[src/rtl/fpx_pkg.sv]
`timescale 1ns/1ps
package fpx_pkg;
  localparam int EXP_W     = 15;
  localparam int MAN_W     = 64;
  localparam int WORD_W    = 1 + EXP_W + MAN_W;
  localparam int LZ_W      = $clog2(MAN_W) + 1;
  localparam int KEY_EXP_W = EXP_W + 2;
  localparam int KEY_W     = KEY_EXP_W + MAN_W;
  localparam int QUIET_BIT = MAN_W - 2;

  typedef struct packed {
    logic             sign;
    logic [EXP_W-1:0] exp;
    logic [MAN_W-1:0] man;
  } fpx_word_t;

  typedef enum logic [2:0] {
    CL_UNNORM, CL_NORM, CL_ZERO, CL_DENORM, CL_NAN, CL_INF
  } fpx_class_e;

  typedef enum logic [1:0] {ORD_GT, ORD_LT, ORD_EQ} fpx_ord_e;

  // Number of leading zero bits; MAN_W for an all-zero significand.
  function automatic logic [LZ_W-1:0] lead_zeros(input logic [MAN_W-1:0] m);
    logic [LZ_W-1:0] n;
    logic            found;
    n = LZ_W'(MAN_W);
    found = 1'b0;
    for (int i = MAN_W - 1; i >= 0; i--) begin
      if (!found && m[i]) begin
        n = LZ_W'(MAN_W - 1 - i);
        found = 1'b1;
      end
    end
    return n;
  endfunction

  // Magnitude key: {normalised exponent, normalised significand}.
  // Zero magnitude maps to 0, infinity to all ones.
  function automatic logic [KEY_W-1:0] mag_key(input fpx_word_t w, input fpx_class_e c);
    logic [EXP_W-1:0]     e_eff;
    logic [LZ_W-1:0]      lz;
    logic [KEY_EXP_W-1:0] ke;
    logic [MAN_W-1:0]     nm;
    if (c == CL_INF) return '1;
    if (w.man == '0) return '0;
    e_eff = (w.exp == '0) ? EXP_W'(1) : w.exp;
    lz    = lead_zeros(w.man);
    ke    = KEY_EXP_W'(e_eff) + KEY_EXP_W'(MAN_W) - KEY_EXP_W'(lz);
    nm    = w.man << lz;
    return {ke, nm};
  endfunction

  // Class to {C3,C2,C0}.
  function automatic logic [2:0] class_code(input fpx_class_e c);
    case (c)
      CL_UNNORM: return 3'b000;
      CL_NORM:   return 3'b010;
      CL_ZERO:   return 3'b100;
      CL_DENORM: return 3'b110;
      CL_NAN:    return 3'b001;
      default:   return 3'b011;
    endcase
  endfunction
endpackage

[src/rtl/fpx_classify.sv]
`timescale 1ns/1ps
module fpx_classify
  import fpx_pkg::*;
(
  input  fpx_word_t  w,
  output fpx_class_e cls,
  output logic       snan
);
  logic exp_max, exp_min, low_zero;

  always_comb begin
    exp_max  = (w.exp == '1);
    exp_min  = (w.exp == '0);
    low_zero = (w.man[MAN_W-2:0] == '0);
    if (exp_max)                cls = low_zero ? CL_INF : CL_NAN;
    else if (exp_min)           cls = (w.man == '0) ? CL_ZERO : CL_DENORM;
    else if (!w.man[MAN_W-1])   cls = CL_UNNORM;
    else                        cls = CL_NORM;
    snan = exp_max && !low_zero && !w.man[QUIET_BIT];
  end
endmodule

[src/rtl/fpx_order.sv]
`timescale 1ns/1ps
module fpx_order
  import fpx_pkg::*;
(
  input  fpx_word_t  a,
  input  fpx_word_t  b,
  input  fpx_class_e a_cls,
  input  fpx_class_e b_cls,
  output fpx_ord_e   ord
);
  logic [KEY_W-1:0] ka, kb;
  logic za, zb, sa, sb, mag_gt;

  always_comb begin
    ka     = mag_key(a, a_cls);
    kb     = mag_key(b, b_cls);
    za     = (ka == '0);
    zb     = (kb == '0);
    sa     = a.sign && !za;
    sb     = b.sign && !zb;
    mag_gt = (ka > kb);
    if (za && zb)        ord = ORD_EQ;
    else if (sa != sb)   ord = sa ? ORD_LT : ORD_GT;
    else if (ka == kb)   ord = ORD_EQ;
    else                 ord = (mag_gt ^ sa) ? ORD_GT : ORD_LT;
  end
endmodule

[src/rtl/fpx_cmp_class.sv]
`timescale 1ns/1ps
module fpx_cmp_class
  import fpx_pkg::*;
(
  input  logic [79:0] op_a,
  input  logic [79:0] op_b,
  input  logic        cmp_zero,
  input  logic        unord_mode,
  input  logic        a_empty,
  output logic [3:0]  cmp_cc,
  output logic        cmp_invalid,
  output logic        cmp_denorm,
  output logic [3:0]  cls_cc
);
  localparam int N_OPS = 2;

  fpx_word_t  opw  [N_OPS];
  fpx_class_e ocls [N_OPS];
  logic       osnan[N_OPS];
  fpx_ord_e   ord;

  // Named events for the checker
  logic a_nan, b_nan, a_snan, b_snan, a_is_zero, unordered;
  logic [2:0] a_code;

  assign opw[0] = fpx_word_t'(op_a);
  assign opw[1] = cmp_zero ? fpx_word_t'('0) : fpx_word_t'(op_b);

  for (genvar g = 0; g < N_OPS; g++) begin : g_cls
    fpx_classify u_cls (.w(opw[g]), .cls(ocls[g]), .snan(osnan[g]));
  end

  fpx_order u_ord (
    .a(opw[0]), .b(opw[1]), .a_cls(ocls[0]), .b_cls(ocls[1]), .ord(ord)
  );

  assign a_nan     = (ocls[0] == CL_NAN);
  assign b_nan     = (ocls[1] == CL_NAN);
  assign a_snan    = osnan[0];
  assign b_snan    = osnan[1];
  assign a_is_zero = (ocls[0] == CL_ZERO);
  assign unordered = a_nan || b_nan;
  assign a_code    = class_code(ocls[0]);

  always_comb begin
    if (unordered)            cmp_cc = 4'b1101;
    else if (ord == ORD_GT)   cmp_cc = 4'b0000;
    else if (ord == ORD_LT)   cmp_cc = 4'b0001;
    else                      cmp_cc = 4'b1000;
    cmp_invalid = unord_mode ? (a_snan || b_snan) : unordered;
    cmp_denorm  = (ocls[0] == CL_DENORM) || (ocls[1] == CL_DENORM);
    if (a_empty) cls_cc = {1'b1, 1'b0, op_a[79], 1'b1};
    else         cls_cc = {a_code[2], a_code[1], op_a[79], a_code[0]};
  end
endmodule

[config.mk]
export PLATFORM = sky130hd
export DESIGN_NAME = fpx_cmp_class
export DESIGN_NICKNAME = d
export VERILOG_FILES = /design/src/rtl/fpx_pkg.sv /design/src/rtl/fpx_classify.sv /design/src/rtl/fpx_order.sv /design/src/rtl/fpx_cmp_class.sv
export SDC_FILE = /design/constraint.sdc
export NUM_CORES = 1
export LEC_CHECK = 0
export ABC_AREA = 0
export BUFFER_PORTS_ARGS = -buffer_cell sky130_fd_sc_hd__buf_2
export CORE_MARGIN = 2
export CORE_UTILIZATION = 57
export DETAILED_ROUTE_END_ITERATION = 6
export PLACE_DENSITY = 0.85
export SLEW_MARGIN = 20
export SYNTH_ARGS = -nofsm -noshare
export SYNTH_HDL_FRONTEND = slang
export SYNTH_SLANG_ARGS = --single-unit
[constraint.sdc]
create_clock -name vclk -period 7.9
set_clock_uncertainty 0.1 [all_clocks]
set_input_delay 1.185 -clock vclk [all_inputs]
set_output_delay 1.185 -clock vclk [all_outputs]
set_load 0.02 [all_outputs]
==> summary.txt, run 1 <==
Global route
  • Global-route wire length before repair: 168000 um
  • GR Overflow Total: 265
  • Largest net degree at the start of global routing: 52
  • Vias in the first global route: 28200
  • Gr usage total: 78.5%

Status
  • Last stage: global routing (5_1_grt)
  • Status: stopped before the end
  • Tool Error: [ERROR GRT-0116] Global routing finished with congestion. Check the congestion regions in the DRC Viewer.

Floorplan
  • Rows: 59
  • Initial Util: 57.5%
  • Die Wd: 166 um
  • Die Span Y: 166 um
  • I/O pin count: 173

Placement
  • Gpl congestion: 1.23
  • Dpl cells: 3149
  • Post-DP HPWL: 60100 um
  • Port buffer count: 172

Clock network
  • CTS Hold Bufs: 0

Synthesis
  • Synth top area cells: mux2i_1, ha_1, o21ai_0
  • Sequential fraction of the synthesis area: 0%
  • Share of the synthesized area in the top cell type: 17.1%
  • Mapped Area: 14900 um^2
  • Synth unique cells: 92
  • Synth warnings: 0
  • Post-Syn Instances: 2233
  • Synth Net Count: 2499
  • Synthesized area per cell: 6.66 um^2
  • Most area-hungry cell type in the Yosys netlist: mux2i_1
[cell usage after synthesis, types with 30 or more instances]
master,instances
mux2_2,76
nand3_1,61
nor3_1,48
o211ai_1,34
nor2b_1,48
a21o_1,37
nand2_1,198
o21ai_0,178
mux2i_1,254
nand4_1,39
a21oi_1,177
ha_1,101
nor2_1,236
a211oi_1,43
buf_2,38
inv_1,65
nor4_1,34
clkbuf_1,91
o22ai_1,37
o221ai_1,30
a31oi_1,30
[logic make-up after synthesis]
kind of cell | share of synthesized area (%)
AND/OR/NAND/NOR | 25.5
AO/OA/AOI/OAI | 33.0
multiplexers | 24.0
buffers and inverters | 6.79
adder cells (fa/ha/maj) | 8.77
XOR/XNOR | 1.94
other | 0.0252
[metrics by stage]
step / setup WS, ns / cell area [um^2]
floorplan: -0.287 / 15000
global placement: -0.665 / 19900
detailed placement: -1.02 / 19900
CTS: -0.348 / 20600
[per-layer routing]
layer	track usage [%]	GRT overflow
met2	90.2	127
met4	81.3	101
met1	76.2	8
met5	46.2	6
met3	69.1	23
[repair_timing]
action / 4_1_cts
gates cloned: 1
endpoints found under the setup margin: 2
pin swaps: 46
endpoints found under the hold margin: 0
resized for setup: 110
buffers inserted: 27
==> run 2, diff against run 1 <==
Settings changed: CORE_UTILIZATION 57 to 40, PLACE_DENSITY 0.85 to not set, PLACE_DENSITY_LB_ADDON set to 0.15.
Clock period 7.9 ns to 10.3 ns, I/O delays scaled along.
==> run 2 against run 1 <==
Net effect:
- the flow now finishes, with violations (design-rule violations)
- area after synthesis is the same
- synthesized cell count is the same
==> summary.txt, run 2 <==
Global route
  • Initial antenna violation count: 0
  • Gr usage total: 38.2%
  • Largest net degree at the start of global routing: 72
  • Vias in the first global route: 17900
  • GR Overflow Total: 0
  • Global-route wire length before repair: 115000 um

Critical path
  • Worst setup SP type: input pin
  • Worst path top cell family by delay: simple AND/OR/NAND/NOR gates
  • Critical Path RT: 8.66 ns
  • CP max stage delay: 0.64 ns
  • Worst Setup End Kind: primary output
  • Buf/Inv on CP: 4
  • Max FO, Critical Path: 51
  • Critical path's slowest cell: or4_4
  • CP arrival: 8.36 ns
  • Crit path kind: in -> out

Finish
  • Post-Layout Inst Area: 16700 um^2
  • Fillcell total: 3904
  • Fin util: 45.6%
  • Synth-to-Final Area Change: 12.4%
  • Reg area: 0 um^2
  • Sequential cells: 0
  • Ant diodes: 0
  • Layout cells sized above 1: 18.3%
  • Most common cell after layout, fill and taps aside: mux2i_1
  • Leading cell types in the layout, fill and taps excluded: mux2i_1, nor2_1, nand2_1, o21ai_0, a21oi_1
  • Clock buffers: 0
  • Layout Nets: 2637

Detailed routing
  • Initial drt markers: 2609
  • Highest metal used: met4
  • Vias/cell: 6.85
  • WL met3: 6770 um
  • WL met1: 33900 um
  • Met2 WL: 33800 um
  • Routed WL per cell: 27.2 um
  • TritonRoute pass-1 iters: 7
  • Detailed-route wire length: 77300 um
  • Via count: 19400
  • DRC Markers: 1
  • Routed Antenna Nets: 0

Synthesis
  • Synth top area cells: mux2i_1, ha_1, o21ai_0
  • Synth Net Count: 2499 (unchanged)
  • Synth unique cells: 92 (unchanged)
  • Sequential fraction of the synthesis area: 0% (unchanged)
  • Synth warnings: 0 (unchanged)
  • Most area-hungry cell type in the Yosys netlist: mux2i_1
  • Commonest cells in the netlist: mux2i_1, nor2_1, nand2_1
  • Share of the synthesized area in the top cell type: 17.1% (unchanged)
  • Synthesized area per cell: 6.66 um^2 (unchanged)
  • Mapped Area: 14900 um^2 (unchanged)
  • Most common cell in the netlist: mux2i_1
  • Post-Syn Instances: 2233 (unchanged)

Power and ir drop
  • Total power: 960 uW
  • Cell leakage power: 0.00750 uW
  • Pint: 365 uW
  • Sw Pwr: 595 uW
  • Power share of the clock group: 0%
  • Sequential share of power: 0%
  • Power share of the combinational group: 100.0%
  • PwrDens: 57.4 nW/um^2
  • VDD IR max: 18.4 uV
  • Sw frac: 61.9%

Floorplan
  • Die Wd: 197 um (+19%)
  • Initial Util: 40.6% (-17 points)
  • CORE AREA: 36600 um^2
  • I/O pin count: 173 (unchanged)
  • Rows: 70 (+19%)
  • Die ar.: 38700 um^2
  • Die Span Y: 197 um (+19%)

Timing
  • Fin crit share: 97.1%
  • Slew Viols, Final: 0
  • Highest clock rate: 100 MHz
  • Slew @ Worst Pin: 1.06 ns
  • Setup Viol. Count Final: 0
  • Setup_tns: 0 ns
  • Final hold vios: 0
  • Hold slack: 3.27 ns
  • Post-route minimum period: 10.00 ns
  • Slew HR: 28.4%

Placement
  • DP Area: 16600 um^2 (-17%)
  • Post-DP HPWL: 63200 um (+5.1%)
  • Gpl congestion: 0.995 (-19%)
  • Port buffer count: 172 (unchanged)

Hold path
  • Min-delay src: a_empty
  • Min-Delay Endpoint: cls_cc[2]
  • Hold Crit Depth: 3
  • Tightest Hold Check Type: in -> out

Status
  • Status: finished with violations
  • Violated checks: design-rule violations

Run
  • Max-cap violations: 0
-- run 2: cell counts after synthesis --
Identical to the previous run, type by type.
-- run 2: per-layer routing --
layer,global-route usage (%),vias up
met2,60.5,1170
met4,10.4,0
met5,0,-
met3,4.31,186
li1,-,8798
met1,54.5,9286
-- run 2: timing repair --
item	4_1_cts	5_1_grt
endpoints found under the setup margin	0	2
gates resized for setup	0	19
hold buffers	0	0
buffers inserted	0	2
-- run 2: worst max-delay path by stage --
stage                     startpoint         to  slack, ns  depth (start not counted)
final                       op_b[52]  cmp_cc[0]       0.30                         27
after global routing        op_a[37]  cmp_cc[0]      -0.05                         37
after CTS                   op_b[48]  cmp_cc[0]       0.11                         30
after detailed placement    op_b[48]  cmp_cc[0]       0.12                         30
after global placement      op_b[36]  cmp_cc[0]       0.08                         30
after floorplan             op_b[58]  cmp_cc[0]       0.91                         36
-- run 2: power by group through the flow --
stage | Sequential (uW) | Combinational, uW | Clock (uW)
floorplan | 0 | 572 | 0
global placement | 0 | 920 | 0
detailed placement | 0 | 922 | 0
CTS | 0 | 927 | 0
global route | 0 | 1030 | 0
finish | 0 | 960 | 0
-- run 2: per-stage QoR --
stage / setup slack, ns / instances
4_1_cts: 0.105 / 2835
3_3_place_gp: 0.0769 / 2835
6_report: 0.299 / 2837
5_1_grt: -0.0519 / 2837
3_5_place_dp: 0.116 / 2835
2_1_floorplan: 0.908 / 2233
-- run 2: logic make-up after synthesis --
family | after synthesis | synth area share [%]
compound gates | 754 | 33.0
xor+xnor | 33 | 1.94
fa+ha+maj | 103 | 8.77
buf+inv | 228 | 6.79
mux | 340 | 24.0
other cells | 1 | 0.0252
simple gates | 774 | 25.5
-- run 2: cell type report --
cell class	count	area [um^2]	area share [%]
multi-input cells	2005	14000	83.6
inverters	70	270	1.62
well taps	468	586	3.50
repair buffers	294	1880	11.3
(Power assumes the default switching activity.)
==> run 3, diff against run 2 <==
Settings changed: MAX_ROUTING_LAYER set to met4.
==> run 3 against run 2 <==
Net effect:
- the run now ends clean
- cell area is 0.54% higher
- largest power group unchanged
- first-iteration DRC count fell by 18%
- non-clock buffer count increased by 13
- sequential share of layout area unchanged
- highest routed layer unchanged
- critical path depth shrank 1
==> summary.txt, run 3 (synthesis gave the netlist of run 2 again) <==
Status
  • Status: complete, no violations

Timing
  • Slew Viols, Final: 0 (unchanged)
  • Slew @ Worst Pin: 0.999 ns (-0.0622 ns)
  • Setup Viol. Count Final: 0 (unchanged)
  • Fin crit share: 97.9% (+0.81 points)
  • Slew HR: 32.7% (+4.3 points)
  • Final hold vios: 0 (unchanged)
  • Post-route minimum period: 10.08 ns (+0.0833 ns)
  • Highest clock rate: 99.2 MHz (-0.83%)

Floorplan
  • Die ar.: 38700 um^2 (unchanged)
  • Rows: 70 (unchanged)
  • Die Span Y: 197 um (unchanged)
  • I/O pin count: 173 (unchanged)
  • Die Wd: 197 um (unchanged)
  • Initial Util: 40.6% (unchanged)
  • CORE AREA: 36600 um^2 (unchanged)

Global route
  • Largest net degree at the start of global routing: 82 (+14%)
  • Global-route wire length before repair: 117000 um (+1.8%)
  • Initial antenna violation count: 0 (unchanged)
  • Gr usage total: 40.0% (+1.8 points)
  • GR Overflow Total: 0 (unchanged)
  • Vias in the first global route: 18200 (+1.5%)

Critical path
  • CP max stage delay: 0.61 ns (-0.03 ns)
  • Crit path kind: in -> out
  • Worst path top cell family by delay: compound AO/OA/AOI/OAI gates
  • Max FO, Critical Path: 51 (unchanged)
  • Critical Path RT: 8.66 ns (about the same)
  • Critical path's slowest cell: mux2i_1
  • Buf/Inv on CP: 4 (unchanged)
  • Most frequent CP cell: a21o_1
  • Worst Setup End Kind: primary output
  • Worst setup SP type: input pin
  • CP arrival: 8.44 ns (+0.08 ns)

Finish
  • Most common cell after layout, fill and taps aside: mux2i_1
  • Fillcell total: 3932 (+0.72%)
  • Area of the multi-input gates: 14000 um^2 (+0.30%)
  • Leading cell types in the layout, fill and taps excluded: mux2i_1, nor2_1, nand2_1, o21ai_0, a21oi_1
  • Sequential cells: 0 (unchanged)
  • Synth-to-Final Area Change: 13.0%
  • Layout cells sized above 1: 19.1% (+0.74 points)
  • Non-Filler Instances: 2851 (+0.49%)
  • Layout Nets: 2650 (+0.49%)
  • Reg area: 0 um^2 (unchanged)
  • Clock buffers: 0 (unchanged)
  • Fin util: 45.9% (+0.25 points)

Detailed routing
  • Via count: 19600 (+0.79%)
  • Initial drt markers: 2152 (-18%)
  • TritonRoute pass-1 iters: 6 (-1)
  • Detailed-route wire length: 78600 um (+1.7%)
  • Vias/cell: 6.87 (+0.30%)
  • DRC Markers: 0 (-1)
  • Routed Antenna Nets: 0 (unchanged)
  • Routed WL per cell: 27.6 um (+1.2%)

Hold path
  • Hold Crit Depth: 3 (unchanged)
  • Min-Delay Endpoint: cls_cc[2]
  • Min-delay src: a_empty
  • Tightest Hold Check Type: in -> out

Power and ir drop
  • VDD IR max: 25.3 uV (+37%)
  • PwrDens: 57.0 nW/um^2 (-0.70%)
  • Cell leakage power: 0.00754 uW (+0.48%)

Placement
  • Dpl cells: 2836 (+0.035%)
  • Post-DP HPWL: 64200 um (+1.6%)
  • Gpl congestion: 1.02 (+2.3%)
  • Port buffer count: 172 (unchanged)

Run
  • Max-cap violations: 0 (unchanged)
## run 3: worst max path at each step
stage / end / from / cells after the start / slack (ns)
after CTS: cmp_cc[0] / op_b[44] / 33 / 0.13
after detailed placement: cmp_cc[0] / op_a[37] / 36 / -0.05
after global routing: cmp_cc[0] / op_b[47] / 33 / -0.009
final: cmp_cc[0] / cmp_zero / 26 / 0.22
after floorplan: cmp_cc[0] / op_b[58] / 36 / 0.91
after global placement: cmp_cc[0] / op_a[37] / 29 / -0.96
## run 3: layout make-up
class | count | share of cell area (%)
inverters | 70 | 1.62
repair buffers | 307 | 11.5
multi-input cells | 2005 | 83.4
well taps | 468 | 3.48
diodes | 1 | 0.0149
## run 3: through the flow
step	hold slack (ns)	area [um^2]	power, uW	TNS, ns	setup WS, ns
floorplan	3.07	14900	572	0	0.908
global placement	3.26	16600	910	-1.91	-0.959
detailed placement	3.26	16600	914	-0.0461	-0.0461
CTS	3.26	16600	920	0	0.134
global route	3.29	16800	1020	-0.00888	-0.00888
finish	3.26	16800	958	0	0.216
## run 3: repair_timing
action	in CTS	in global routing
pin swaps	1	7
hold buffers	0	0
buffers inserted	3	11
cloned	0	0
resized for setup	0	20
setup endpoints to repair	1	2
## run 3: worst min-delay path: stages
cell and delay, ns:
buf_2 0.09, a21oi_1 0.04, buf_2 0.15
## run 3: where the power goes
| part | internal (uW) | switching (uW) |
|---|---|---|
| Clock | 0.00000866 | 0 |
| Sequential | 0 | 0 |
| Combinational | 361 | 597 |
| Total | 361 | 597 |
## run 3: metal layers
metal	part of all wire (%)	routed length [um]	GRT usage (%)
met3	10	7970	6.35
met5	0	0	-
met1	43	34200	55.5
met2	43	33700	60.2
met4	3.5	2750	10.4
